`config.mk`:
```
export PLATFORM = sky130hd
export DESIGN_NAME = rbr_to_twos
export DESIGN_NICKNAME = d
export VERILOG_FILES = /design/src/rtl/rbr_pkg.sv /design/src/rtl/rbr_plane_split.sv /design/src/rtl/rbr_carry_add.sv /design/src/rtl/tc_to_rbr.sv /design/src/rtl/rbr_to_twos.sv
export SDC_FILE = /design/constraint.sdc
export NUM_CORES = 1
export LEC_CHECK = 0
export BUFFER_PORTS_ARGS = -buffer_cell sky130_fd_sc_hd__buf_2
export CAP_MARGIN = 20
export CORE_MARGIN = 10
export CORE_UTILIZATION = 43
export DETAILED_ROUTE_END_ITERATION = 8
export GPL_ROUTABILITY_DRIVEN = 1
export PLACE_DENSITY = 0.92
export REMOVE_ABC_BUFFERS = 1
export SKIP_LAST_GASP = 1
export SYNTH_ARGS = -nofsm -noshare
export SYNTH_HDL_FRONTEND = slang
export SYNTH_HIERARCHICAL = 1
export SYNTH_SLANG_ARGS = --single-unit
```
`constraint.sdc`:
```
create_clock -name vclk -period 3.5
set_clock_uncertainty 0.2 [all_clocks]
set_input_delay 0.525 -clock vclk [all_inputs]
set_output_delay 0.525 -clock vclk [all_outputs]
set_load 0.005 [all_outputs]
```
`src/rtl/rbr_pkg.sv`:
```
package rbr_pkg;

  // Two-bit digit codes; value of a digit is hi + lo - 1.
  typedef enum logic [1:0] {
    DIG_NEG = 2'b00,
    DIG_ZLO = 2'b01,
    DIG_ZHI = 2'b10,
    DIG_POS = 2'b11
  } rbr_digit_e;

  // Signed contribution of one digit code, as a small integer.
  function automatic int digit_value(input logic [1:0] code);
    int v;
    unique case (code)
      DIG_NEG: v = -1;
      DIG_POS: v = 1;
      default: v = 0;
    endcase
    return v;
  endfunction

  // Digit code for an ordinary (positive weight) two's complement bit.
  function automatic logic [1:0] plain_bit_digit(input logic b);
    return b ? DIG_POS : DIG_ZLO;
  endfunction

  // Digit code for the negative-weight sign bit.
  function automatic logic [1:0] sign_bit_digit(input logic b);
    return b ? DIG_NEG : DIG_ZLO;
  endfunction

endpackage

```
`src/rtl/rbr_plane_split.sv`:
```
module rbr_plane_split #(
  parameter int N = 16,
  localparam int W = N + 1
) (
  input  logic [2*N-1:0] word_in,
  output logic [W-1:0]   plane_hi,
  output logic [W-1:0]   plane_lo
);

  // Each digit pair contributes one bit to each unsigned plane.
  for (genvar k = 0; k < N; k++) begin : g_digit
    assign plane_hi[k] = word_in[2*k+1];
    assign plane_lo[k] = word_in[2*k];
  end

  // Zero extension to the adder width.
  assign plane_hi[N] = 1'b0;
  assign plane_lo[N] = 1'b0;

  always_comb begin
    AST_PLANES_KEEP_ONES: assert ($countones(plane_hi) + $countones(plane_lo) == $countones(word_in))
      else $error("plane split lost or invented set bits");
  end

endmodule

```
`src/rtl/rbr_carry_add.sv`:
```
module rbr_carry_add #(
  parameter int W = 17
) (
  input  logic [W-1:0] add_a,
  input  logic [W-1:0] add_b,
  input  logic         add_cin,
  output logic [W-1:0] add_sum,
  output logic         add_cout
);

  // Plain ripple-style expression so the carry chain can be inferred.
  assign {add_cout, add_sum} = {1'b0, add_a} + {1'b0, add_b} + {{W{1'b0}}, add_cin};

endmodule

```
`src/rtl/tc_to_rbr.sv`:
```
module tc_to_rbr #(
  parameter int N = 16
) (
  input  logic [N-1:0]   tc_word,
  output logic [2*N-1:0] rd_word
);
  import rbr_pkg::*;

  for (genvar k = 0; k < N; k++) begin : g_bit
    if (k == N - 1) begin : g_sign
      assign rd_word[2*k +: 2] = sign_bit_digit(tc_word[k]);
    end else begin : g_plain
      assign rd_word[2*k +: 2] = plain_bit_digit(tc_word[k]);
    end
  end

endmodule

```
`src/rtl/rbr_to_twos.sv`:
```
module rbr_to_twos #(
  parameter int N = 16
) (
  input  logic [2*N-1:0] rd_in,
  output logic [N:0]     tc_out,
  input  logic [N-1:0]   tc_in,
  output logic [2*N-1:0] rd_out
);
  import rbr_pkg::*;

  localparam int W = N + 1;

  // Digit-by-digit weighted sum, used only by the checks below.
  function automatic logic signed [W-1:0] serial_value(input logic [2*N-1:0] w);
    logic signed [W-1:0] acc;
    logic signed [W-1:0] term;
    acc = '0;
    for (int k = 0; k < N; k++) begin
      term = W'(1) << k;
      case (digit_value(w[2*k +: 2]))
        1:       acc = acc + term;
        -1:      acc = acc - term;
        default: acc = acc;
      endcase
    end
    return acc;
  endfunction

  function automatic logic [W-1:0] sign_extend(input logic [N-1:0] v);
    return {v[N-1], v};
  endfunction

  // Named internal wires for the checks.
  logic [W-1:0] plane_hi;
  logic [W-1:0] plane_lo;
  logic [W-1:0] raw_sum;
  logic         raw_cout;

  rbr_plane_split #(.N(N)) u_split (
    .word_in  (rd_in),
    .plane_hi (plane_hi),
    .plane_lo (plane_lo)
  );

  // The constant +1 of the identity enters through the carry input.
  rbr_carry_add #(.W(W)) u_add (
    .add_a    (plane_hi),
    .add_b    (plane_lo),
    .add_cin  (1'b1),
    .add_sum  (raw_sum),
    .add_cout (raw_cout)
  );

  // Subtracting 2^N modulo 2^(N+1) is a flip of the top bit.
  assign tc_out = {~raw_sum[N], raw_sum[N-1:0]};

  tc_to_rbr #(.N(N)) u_fwd (
    .tc_word (tc_in),
    .rd_word (rd_out)
  );

  always_comb begin
    AST_SUM_MATCHES_DIGITS: assert (tc_out == serial_value(rd_in))
      else $error("converted value differs from digit sum");
    AST_NO_CARRY_OUT: assert (!raw_cout)
      else $error("plane adder overflowed");
    AST_NOT_MIN_CODE: assert (tc_out != {1'b1, {N{1'b0}}})
      else $error("output reached -2^N");
    AST_ROUNDTRIP: assert (serial_value(rd_out) == sign_extend(tc_in))
      else $error("forward encoding does not decode back");
  end

endmodule

```
==> results.cfg <==
[pwr]
p_seq_frac = 0
power_frac_clock = 0
power_density_mw_per_mm2 = 187
power_switching_mw = 0.111
ir_drop_mv = 0.0902
power.internal_mw = 0.105
p_leak_nw = 0.651
switching_share = 0.515
pwr-share-comb = 1.000

[layout]
flops_and_latches = 0
ff_latch_area_um2 = 0
drive_gt1_frac = 0.330
n_clock_buffer = 0
n_antenna_cell = 0
nNetsFinal = 247
areaGrowthSynthToFinish_pct = -9.08

[critical_path]
required_ns = 2.77
cp_max_fo = 3
path_class = input port to primary output
cp.arrival_ns = 2.55
worstPathBufferInverterCount = 4
slowest_stage = fa_2
crit_family = adder cells
max_stage_delay_ns = 0.40
cp_num_cells = 12
critical_path.cell_chain = buf_2 > inv_1 > fa_2 > fa_2 > nand2b_1 > a21oi_2 > o311a_1 > a211o_1 > nand4b_1 > o311ai_1 > inv_1 > buf_2
crit_path_end_kind = primary output
setup.worst_path.start_class = input port

[routing]
drc = 0
drt-vias-per-instance = 4.68
ant_nets = 0
num_vias = 983
dr.pass1.iters = 4
drtIter0Drc = 46
drt-total-wl_um = 2880
wl_per_cell_um = 13.7

[placement]
io_buffers = 51
place_congestion = 0.785
dp_hpwl_um = 2640
dp_slack_ns = 0.00561

[synth]
syn_area_mm2 = 0.00127
ys.warnings.count = 6
syn_avg_cell_area_um2 = 7.16
synthCells = 177

[floorplanning]
io_pins = 97
coreArea_mm2 = 0.00278
start_util = 0.456
chipWidth_um = 74.3
rows = 19
die_area_mm2 = 0.00552
die_h_um = 74.3

[worst_hold_path]
hold_depth = 0
min_path_type = input port to primary output

[timing]
max_freq_mhz = 305
maxSlewViolCount = 0
hold_violations = 0
setup_viol = 0
rsz0062_at_grt = no
min_period_ns = 3.28
fin_crit_sh = 0.937
final.setup.worst_slack_ns = 0.220
fin_tns_setup_ns = 0

[global_route]
grt_max_degree = 6
antenna_found_initial = 0
groute.layer.met1.usage = 0.100
grt_pass1_wl_um = 4360
grt.overflow.total = 0
met3_usage = 0.0505
met2_usage = 0.160
top_usage_layer = met2
grt_pass1_vias = 1056
grt_use_total = 0.0923

[flow_run]
cap_violations = 0

[run_status]
status = complete, no violations

[cts]
cts_hold_buf = 0
[per-stage QoR]
stage / total power [mW] / util / area [um^2] / cells / hold slack, ns
after floorplan: 0.130 / - / 836 / 127 / 0.850
after global placement: 0.207 / 0.406 / 1130 / 209 / 0.850
after detailed placement: 0.212 / 0.406 / 1130 / 209 / 0.850
after CTS: 0.213 / 0.406 / 1130 / 209 / 0.850
after global routing: 0.246 / 0.414 / 1150 / 210 / 0.850
final: 0.216 / 0.414 / 1150 / 210 / 0.850
[routing by layer]
metal	up-vias	share of wire
met5	-	0
met1	420	0.42
met4	0	0
li1	507	-
met3	0	0.15
met2	56	0.43
[path summary, 6_finish.rpt]
| kind | from | to | slack (ns) |
|---|---|---|---|
| max | rd_in[1] | tc_out[16] | 0.22 |
| min | tc_in[0] | rd_out[1] | 0.85 |
[power by group through the flow]
stage / Clock [mW] / Sequential, mW / Combinational [mW]
3_5_place_dp: 0 / 0 / 0.212
6_report: 0 / 0 / 0.216
5_1_grt: 0 / 0 / 0.246
4_1_cts: 0 / 0 / 0.213
3_3_place_gp: 0 / 0 / 0.207
2_1_floorplan: 0 / 0 / 0.130
[cell usage in the layout (no fill, tap or decap), types with 2 or more instances in the layout]
cell type	instances
a21o_1	2
a21oi_1	14
a21oi_2	2
and2_1	2
buf_2	51
conb_1	19
fa_2	2
ha_1	16
inv_1	11
nand2_1	7
nand2b_1	2
nor2_1	12
nor2b_1	2
o21a_1	3
o21ai_0	9
xnor2_1	8
xor2_1	3
[cell type report]
cell class	instances	area [um^2]
multi-input combinational	116	810
fill	287	1630
inverter	11	41.3
tap	31	38.8
timing repair buffer	52	263
[what timing repair did]
action | 4_1_cts | 5_1_grt
gates resized for setup | 0 | 4
buffers inserted | 0 | 1
endpoints found under the setup margin | 0 | 4
Power figures use the tool's default switching activity.
